===== src/rtl/hdc_pkg.sv =====
package hdc_pkg;
    localparam int unsigned FRAC_W = 13;

    typedef enum logic [2:0] {
        ST_IDLE,
        ST_CLEAR,
        ST_ACCUM,
        ST_INTEG,
        ST_WRITE,
        ST_MEAS,
        ST_DONE
    } cal_state_e;
endpackage


===== src/rtl/hdc_hist_bank.sv =====
module hdc_hist_bank #(
    parameter int unsigned TAPS  = 64,
    parameter int unsigned BIN_W = 11,
    localparam int unsigned IDX_W = $clog2(TAPS)
) (
    input  logic             clk,
    input  logic             clr_en,
    input  logic [IDX_W-1:0] clr_idx,
    input  logic             inc_en,
    input  logic [IDX_W-1:0] inc_idx,
    input  logic [IDX_W-1:0] rd_idx,
    output logic [BIN_W-1:0] rd_bin
);
    logic [BIN_W-1:0] bin_arr [TAPS];

    for (genvar g = 0; g < TAPS; g++) begin : g_bin
        logic [BIN_W-1:0] cnt_q;
        always_ff @(posedge clk) begin
            if (clr_en && clr_idx == IDX_W'(g))
                cnt_q <= '0;
            else if (inc_en && inc_idx == IDX_W'(g))
                cnt_q <= cnt_q + 1'b1;
        end
        assign bin_arr[g] = cnt_q;
    end

    assign rd_bin = bin_arr[rd_idx];
endmodule


===== src/rtl/hdc_integrator.sv =====
module hdc_integrator #(
    parameter int unsigned NLOG   = 10,
    parameter int unsigned FRAC_W = 13,
    localparam int unsigned BIN_W = NLOG + 1,
    localparam int unsigned MID_W = NLOG + 2,
    localparam int unsigned SC_W  = MID_W + FRAC_W
) (
    input  logic              clk,
    input  logic              rst,
    input  logic              clr,
    input  logic              step,
    input  logic [BIN_W-1:0]  bin_in,
    output logic [FRAC_W-1:0] frac_q
);
    logic [BIN_W-1:0] sum_q;
    logic [MID_W-1:0] mid;
    logic [SC_W-1:0]  scaled;
    logic [FRAC_W-1:0] frac_d;

    // midpoint of bin: 2*prefix + width, in units of half a hit
    assign mid    = {sum_q, 1'b0} + MID_W'(bin_in);
    assign scaled = {mid, {FRAC_W{1'b0}}} >> (NLOG + 1);
    assign frac_d = (|scaled[SC_W-1:FRAC_W]) ? {FRAC_W{1'b1}} : scaled[FRAC_W-1:0];

    always_ff @(posedge clk) begin
        if (rst || clr) begin
            sum_q  <= '0;
            frac_q <= '0;
        end else if (step) begin
            sum_q  <= sum_q + bin_in;
            frac_q <= frac_d;
        end
    end


    prefix_bound_chk: assert property (@(posedge clk) disable iff (rst)
        sum_q <= BIN_W'(2 ** NLOG));
endmodule


===== src/rtl/hdc_ref_meter.sv =====
module hdc_ref_meter #(
    parameter int unsigned RLOG = 8,
    localparam int unsigned CNT_W = RLOG + 1
) (
    input  logic             clk,
    input  logic             rst,
    input  logic             run,
    input  logic             ro_pulse,
    output logic             fin,
    output logic [CNT_W-1:0] ref_q
);
    logic [RLOG-1:0]  tmr_q;
    logic [CNT_W-1:0] acc_q;

    assign fin = run && (tmr_q == {RLOG{1'b1}});

    always_ff @(posedge clk) begin
        if (rst || !run) begin
            tmr_q <= '0;
            acc_q <= '0;
        end else begin
            tmr_q <= tmr_q + 1'b1;
            acc_q <= acc_q + CNT_W'(ro_pulse);
        end
    end

    always_ff @(posedge clk) begin
        if (rst)
            ref_q <= '0;
        else if (fin)
            ref_q <= acc_q + CNT_W'(ro_pulse);
    end


    ref_load_chk: assert property (@(posedge clk) disable iff (rst)
        !fin |=> $stable(ref_q));
endmodule


===== src/rtl/hdc_calibrator.sv =====
module hdc_calibrator
    import hdc_pkg::*;
#(
    parameter int unsigned TAPS = 64,
    parameter int unsigned NLOG = 10,
    parameter int unsigned RLOG = 8,
    localparam int unsigned IDX_W = $clog2(TAPS),
    localparam int unsigned TC_W  = IDX_W + 1,
    localparam int unsigned BIN_W = NLOG + 1
) (
    input  logic              clk,
    input  logic              rst,
    input  logic              cal_cmd,
    input  logic              tap_valid,
    input  logic [TC_W-1:0]   tap_count,
    input  logic              ro_pulse,
    output logic              lut_we,
    output logic [IDX_W-1:0]  lut_addr,
    output logic [FRAC_W-1:0] lut_data,
    output logic [RLOG:0]     ref_freq,
    output logic              cal_busy,
    output logic              cal_done
);
    cal_state_e       st_q;
    logic [IDX_W-1:0] idx_q;
    logic [BIN_W-1:0] samp_q;
    logic             accept;
    logic             last_hit;
    logic             last_idx;
    logic [BIN_W-1:0] rd_bin;
    logic             meas_fin;

    assign accept   = (st_q == ST_ACCUM) && tap_valid && (tap_count < TC_W'(TAPS));
    assign last_hit = accept && (samp_q == BIN_W'(2 ** NLOG - 1));
    assign last_idx = (idx_q == IDX_W'(TAPS - 1));

    always_ff @(posedge clk) begin
        if (rst) begin
            st_q   <= ST_IDLE;
            idx_q  <= '0;
            samp_q <= '0;
        end else if (cal_cmd) begin
            st_q   <= ST_CLEAR;
            idx_q  <= '0;
            samp_q <= '0;
        end else begin
            case (st_q)
                ST_IDLE: begin
                    st_q  <= ST_CLEAR;
                    idx_q <= '0;
                end
                ST_CLEAR: begin
                    idx_q <= idx_q + 1'b1;
                    if (last_idx) begin
                        st_q   <= ST_ACCUM;
                        samp_q <= '0;
                    end
                end
                ST_ACCUM: begin
                    if (accept) samp_q <= samp_q + 1'b1;
                    if (last_hit) begin
                        st_q  <= ST_INTEG;
                        idx_q <= '0;
                    end
                end
                ST_INTEG: st_q <= ST_WRITE;
                ST_WRITE: begin
                    if (last_idx) begin
                        st_q <= ST_MEAS;
                    end else begin
                        idx_q <= idx_q + 1'b1;
                        st_q  <= ST_INTEG;
                    end
                end
                ST_MEAS: if (meas_fin) st_q <= ST_DONE;
                ST_DONE: st_q <= ST_DONE;
                default: st_q <= ST_IDLE;
            endcase
        end
    end

    hdc_hist_bank #(.TAPS(TAPS), .BIN_W(BIN_W)) u_bank (
        .clk     (clk),
        .clr_en  (st_q == ST_CLEAR),
        .clr_idx (idx_q),
        .inc_en  (accept),
        .inc_idx (tap_count[IDX_W-1:0]),
        .rd_idx  (idx_q),
        .rd_bin  (rd_bin)
    );

    hdc_integrator #(.NLOG(NLOG), .FRAC_W(FRAC_W)) u_integ (
        .clk    (clk),
        .rst    (rst),
        .clr    (st_q == ST_CLEAR),
        .step   (st_q == ST_INTEG),
        .bin_in (rd_bin),
        .frac_q (lut_data)
    );

    hdc_ref_meter #(.RLOG(RLOG)) u_ref (
        .clk      (clk),
        .rst      (rst),
        .run      (st_q == ST_MEAS),
        .ro_pulse (ro_pulse),
        .fin      (meas_fin),
        .ref_q    (ref_freq)
    );

    assign lut_we   = (st_q == ST_WRITE);
    assign lut_addr = idx_q;
    assign cal_done = (st_q == ST_DONE);
    assign cal_busy = !cal_done;


    hit_bound_chk: assert property (@(posedge clk) disable iff (rst)
        samp_q <= BIN_W'(2 ** NLOG));


    write_gap_chk: assert property (@(posedge clk) disable iff (rst)
        lut_we |=> !lut_we);


    write_busy_chk: assert property (@(posedge clk) disable iff (rst)
        lut_we |-> cal_busy);


    restart_chk: assert property (@(posedge clk) disable iff (rst)
        cal_cmd |=> (cal_busy && !cal_done && !lut_we));


    ref_hold_chk: assert property (@(posedge clk) disable iff (rst)
        (cal_done && $past(cal_done)) |-> ($stable(ref_freq) && !lut_we));
endmodule


===== config.mk =====
export PLATFORM = sky130hd
export DESIGN_NAME = hdc_calibrator
export DESIGN_NICKNAME = d
export VERILOG_FILES = /design/src/rtl/hdc_pkg.sv /design/src/rtl/hdc_hist_bank.sv /design/src/rtl/hdc_integrator.sv /design/src/rtl/hdc_ref_meter.sv /design/src/rtl/hdc_calibrator.sv
export SDC_FILE = /design/constraint.sdc
export NUM_CORES = 2
export LEC_CHECK = 0
export CAP_MARGIN = 25
export CORE_AREA = 2 2 342 175
export CTS_CLUSTER_SIZE = 16
export DETAILED_ROUTE_END_ITERATION = 10
export DIE_AREA = 0 0 344 177
export GPL_TIMING_DRIVEN = 0
export MAX_ROUTING_LAYER = met4
export PLACE_DENSITY_LB_ADDON = 0.15
export SLEW_MARGIN = 20
export SYNTH_ARGS = -nofsm -noshare
export SYNTH_HDL_FRONTEND = slang
export SYNTH_SLANG_ARGS = --single-unit

===== constraint.sdc =====
create_clock -name clk -period 7.9 [get_ports clk]
set_input_delay 1.58 -clock clk [delete_from_list [all_inputs] [get_ports clk]]
set_output_delay 1.58 -clock clk [all_outputs]
set_load 0.02 [all_outputs]

After elaboration in Yosys (flattened, before gate mapping)
Cells that the tools add are included.
{ "classes": {"n_mux": 16, "n_lt_le_gt_ge": 2, "add_sub_neg": 70, "bitwise": 1, "n_eq_ne": 142, "n_reduce_logical": 146} }
{ "ops": {"columns": ["op", "count"], "rows": [
  ["$add A11 B1 Y11 const B", 65],
  ["$eq A6 B6 Y1 const B", 64],
  ["$eq A6 B5 Y1 const B", 32],
  ["$logic_and A1 B1 Y1", 132],
  ["$eq A6 B4 Y1 const B", 16],
  ["$bmux W11 S6", 1],
  ["$eq A6 B3 Y1 const B", 8],
  ["$mux W11", 4],
  ["$eq A6 B2 Y1 const B", 4],
  ["$pmux W6 S4", 1],
  ["$pmux W11 S2", 1],
  ["$pmux W3 S7", 1],
  ["$mux W13", 1],
  ["$add A12 B11 Y12", 1],
  ["$eq A6 B1 Y1 const B", 2],
  ["$logic_not A6 Y1", 2],
  ["$mux W3", 4],
  ["$mux W6", 2],
  ["$reduce_and A3 Y1", 4],
  ["$add A11 B11 Y11", 1],
  ["$eq A11 B10 Y1 const B", 1],
  ["$ne A2 B2 Y1 const B", 5],
  ["$add A9 B1 Y9", 1],
  ["$eq A3 B3 Y1 const B", 3],
  ["other kinds (16)", 21]
]} }
{ "totals": {"input_bits": 12, "regBits": 774, "output_inout_bits": 31} }

Depth between registers and ports, before layout
{ "logic_depth": {"ltp_word": 7, "mapped_depth": 19, "depth_no_buf": 16} }

Hierarchy
A second synthesis with hierarchy kept.
{ "hier_totals": {"cells_unflattened": 4528, "area_unflattened_um2": 40269.9} }
{ "modules_own_cells": {"columns": ["mod", "area_each_um2", "cells_each", "n_inst", "seq_area_each_um2"], "rows": [
  ["hdc_hist_bank", 36242.3, 4059, 1, 14093.5],
  ["hdc_integrator", 1736.7, 209, 1, 460.4],
  ["hdc_calibrator", 1252.5, 147, 1, 400.4],
  ["hdc_ref_meter", 1038.5, 113, 1, 520.5]
]} }

Worst setup path after synthesis
Ideal clock, no wire load.
{ "synth_timing": {"path_type": "register -> register", "startpoint": "register idx_q[0] (netlist: lut_addr[0])", "endpoint": "register u_integ.frac_q[10]", "t_required_ns": 7.763, "synth_period_minus_slack_ns": 4.816, "arrival_ns": 4.679, "path_stages_with_launch": 16, "path_buffers": 4, "path_slack_ns": 3.084, "cell_sequence": "dfxtp_1 > clkbuf_1 > buf_2 > buf_1 > mux4_2 > mux4_2 > mux4_2 > ha_1 > a21oi_1 > inv_1 > o21ai_0 > a21oi_1 > o21ai_0 > mux2i_1 > clkbuf_1 > a31oi_1"} }
{ "synth_via": {"elab_chain_len": 6} }
{ "synth_rtl": {"columns": ["item", "line_no", "rtl"], "rows": [
  ["from (decl)", "hdc_calibrator.sv:25", "logic [IDX_W-1:0] idx_q;"],
  ["from (signal assigned)", "hdc_calibrator.sv:53", "idx_q <= idx_q + 1'b1;"],
  ["from (signal assigned)", "hdc_calibrator.sv:71", "idx_q <= idx_q + 1'b1;"],
  ["$not A6 Y7 (not written as such)", "hdc_hist_bank.sv:27", "assign rd_bin = bin_arr[rd_idx];"],
  ["$bmux W11 S6", "hdc_hist_bank.sv:27", null],
  ["$mux W11 (not written as such) (2 in series)", "hdc_hist_bank.sv:27", null],
  ["$add A12 B11 Y12", "hdc_integrator.sv:21", "assign mid = {sum_q, 1'b0} + MID_W'(bin_in);"],
  ["$mux W13", "hdc_integrator.sv:23", "assign frac_d = (|scaled[SC_W-1:FRAC_W]) ? {FRAC_W{1'b1}} : scaled[FRAC_W-1:0];"],
  ["to (signal assigned)", "hdc_integrator.sv:31", "frac_q <= frac_d;"],
  ["to (decl)", "hdc_integrator.sv:13", "output logic [FRAC_W-1:0] frac_q"]
]} }
Every way passes these cells. The select of a mux whose other input is x is not followed.
A chain may end at the register's enable or synchronous reset.

Worst setup path in the final report
{ "layout_timing": {"startpoint": "register idx_q[1] (netlist: lut_addr[1])", "endpoint": "register u_integ.sum_q[10]"} }
{ "layout_via": {"elab_chain_len": 5} }
{ "layout_rtl": {"columns": ["item", "line_no", "rtl"], "rows": [
  ["$not A6 Y7 (not written as such)", "hdc_hist_bank.sv:27", null],
  ["$bmux W11 S6", "hdc_hist_bank.sv:27", null],
  ["$mux W11 (not written as such) (2 in series)", "hdc_hist_bank.sv:27", null],
  ["$add A11 B11 Y11", "hdc_integrator.sv:30", "sum_q <= sum_q + bin_in;"],
  ["to (signal assigned)", "hdc_integrator.sv:30", null],
  ["to (decl)", "hdc_integrator.sv:15", "logic [BIN_W-1:0] sum_q;"]
]} }
Every way passes these cells. The select of a mux whose other input is x is not followed.

==> reports/qor.csv <==
metric,value,unit
status,completed,
final instance area,0.0429,mm^2
Ports,43,
Initial Util,0.672,
largest net degree at the start of global routing,17,
Avg Synthesized Cell Area,9.11,um^2
Detail Route Antenna Nets,0,
areal power density over the cells,177,mW/mm^2
Max Root-Sink Buffers,3,
Post-Syn Nets,4393,
worst-case clock skew,0.0240,ns
share of final-layout standard cells stronger than drive strength 1,0.0947,
leak pwr,15.8,nW
clock slew seen by the registers of the worst setup and hold paths,0.07,ns
cell row count,63,
worst voltage drop across the vdd grid,166,uV
CP arrival,7.38,ns
highest achievable clock rate,145,MHz
half-perimeter wire length after detailed placement,95700,um
fraction of synthesis flops using an asynchronous set or reset pin,0,
die height,177,um
total number of yosys warnings,0,
maximum fanout along the worst path,10,
TritonCTS clock tree,yes,
worst slew margin relative to its limit,0.198,
count of endpoints failing setup in the final report,0,
total count of max-transition violations in the final report,0,
clock latency reported for the late side of the worst-skew pair,0.63,ns
average detailed-routed wire length per instance,24.2,um
Worst Setup End Kind,flop,
setup TNS,0,ns
remaining design rule violation count,0,
H-tree levels,3,
sequential share of the synthesized area,0.396,
#FFs+latches synth,773,
die span in x,344,um
TritonCTS Buffers,70,
DR vias,33900,
Port-buffer cells,38,
worst slack on hold paths,0.445,ns
MaxCap Viol Count,0,
growth of design area from synthesis to finish,9.77,%
endpoints failing hold,0,
slew at the pin closest to its max-slew limit,1.20,ns
final core utilization,0.737,
number of global-route vias before repair,29900,
total die area,0.0609,mm^2
type of the worst setup path,reg -> reg,
gp weighted congestion,1.09,
hold buffers post-CTS,0,
cells resized by post-CTS repair,0,
antenna violations before repair,7,
post-synth cell types,53,
placed standard-cell area,0.0405,mm^2
placement-stage worst setup slack,1.27,ns
first-pass iteration count of the detailed router,9,
Detailed Route Iter0 Violations,5189,
most used flip-flop cell after synthesis,dfxtp_1,
per-cell via count in the routed design,6.47,
Floorplan Core Area,0.0582,mm^2
final worst-path cycle share,0.875,
Worst R2R Path Depth,19,
routed wire length,127000,um
hold path depth,1,
Final min period,6.91,ns
cell area after synthesis,0.0391,mm^2
Worst Hold Class,reg -> reg,
GRT Total Usage,0.425,
setup slack of the critical path after layout,0.988,ns
wire length of the first global-routing pass,188000,um
count of nets after finishing,4511,
number of flops mapped to enable cells by yosys,0,
RSZ-0062 raised after global routing,no,
CTS sink cnt,773,
global-route congestion overflow total,0,
CP startpoint kind,flop,
setup bufs post-CTS,0,
buffer type at the clock tree root,clkbuf_16,
required time worst endpoint,8.37,ns
Mapped Cells,4287,
final timing paths:
kind / start / slack [ns] / end
setup reg to reg: lut_addr[1]$_SDFFE_PP0P_ / 0.99 / u_integ.sum_q[10]$_SDFFE_PP0N_
hold / removal: u_ref.tmr_q[0]$_SDFF_PP0_ / 0.44 / u_ref.tmr_q[0]$_SDFF_PP0_
hold reg to reg: u_ref.tmr_q[0]$_SDFF_PP0_ / 0.44 / u_ref.tmr_q[0]$_SDFF_PP0_
setup / recovery: lut_addr[1]$_SDFFE_PP0P_ / 0.99 / u_integ.sum_q[10]$_SDFFE_PP0N_
power by group:
part	internal (mW)	total, mW	switching, mW
clock	1.98	3.56	1.58
combinational	0.0372	0.123	0.0861
sequential	3.90	3.90	0.00294
flip-flops by register name (all words and copies together), names as in the netlist:
register,flops
u_ref.acc_q,9
st_q,3
u_integ.frac_q,12
u_bank.g_bin.cnt_q,704
u_ref.ref_q,9
u_integ.sum_q,11
u_ref.tmr_q,8
lut_addr,6
samp_q,11
Yosys cell counts (71+ instances only):
cell	number	area, um^2
nor2_1	731	2740
xnor2_1	154	1350
xor2_1	392	3430
a21oi_1	229	1150
ha_1	92	1150
o21ai_0	226	1130
clkbuf_1	131	492
nand3_1	144	721
nand2_1	424	1590
mux4_2	217	4890
nand4_1	207	1290
or3_1	139	870
dfxtp_1	773	15500
and3_1	71	444
through the flow:
| step | std cells | total power [mW] |
|---|---|---|
| 2_1_floorplan | 4287 | 4.06 |
| 3_3_place_gp | 5105 | 4.10 |
| 3_5_place_dp | 5110 | 4.10 |
| 4_1_cts | 5234 | 7.57 |
| 5_1_grt | 5244 | 7.74 |
| 6_report | 5246 | 7.58 |
routing by layer:
layer,vias to the layer above,global-route usage,routed length (um),share of wire
li1,15300,-,-,-
met1,16100,0.623,54600,0.43
met2,2213,0.502,45700,0.36
met3,325,0.194,21700,0.17
met4,0,0.138,4650,0.037
met5,-,-,0,0
placed cells by master, fill, tap and decap left out, types with 24 or more instances in the layout:
cell	netlist	final
a21oi_1	229	229
and3_1	71	71
and4_1	24	24
buf_2	23	25
clkbuf_1	131	143
clkbuf_16	0	73
clkdlybuf4s50_1	0	38
dfxtp_1	773	773
ha_1	92	92
inv_1	56	56
mux2i_1	24	24
mux4_2	217	217
nand2_1	424	424
nand3_1	144	144
nand4_1	207	207
nor2_1	731	731
nor3_1	37	36
o21ai_0	226	226
or3_1	139	139
xnor2_1	154	154
xor2_1	392	392
worst max-delay path: stages, from the launching register on:
cell,delay (ns)
dfxtp_1,0.49
clkbuf_1,0.45
clkbuf_1,0.93
buf_2,0.68
mux4_2,0.48
mux4_2,0.51
nand2_1,0.08
nand2_1,0.05
o21ai_0,0.84
inv_1,0.10
ha_1,0.25
inv_1,0.07
fa_1,0.19
nor2b_1,0.08
o2111ai_1,0.33
a21oi_1,0.24
or4_1,0.51
mux2i_1,0.19
o21ai_0,0.11
nor3b_1,0.14
kinds of logic after synthesis:
kind of cell    after synthesis  share of synthesized area
mux                         241                      0.131
buf+inv                     230                     0.0233
fa+ha+maj                    94                     0.0305
xor+xnor                    546                      0.122
compound gates              501                     0.0667
flops                       773                      0.396
simple gates               1902                      0.230
cell type report:
cell class / count / area, um^2
Fill cell: 4263 / 15300
Tap cell: 780 / 976
Antenna cell: 9 / 22.5
Timing Repair Buffer: 46 / 470
Inverter: 56 / 210
Multi-Input combinational cell: 3284 / 22700
Clock buffer: 102 / 2100
Buffer: 174 / 704
Clock inverter: 22 / 245
Sequential cell: 773 / 15500
(Power assumes the default switching activity.)
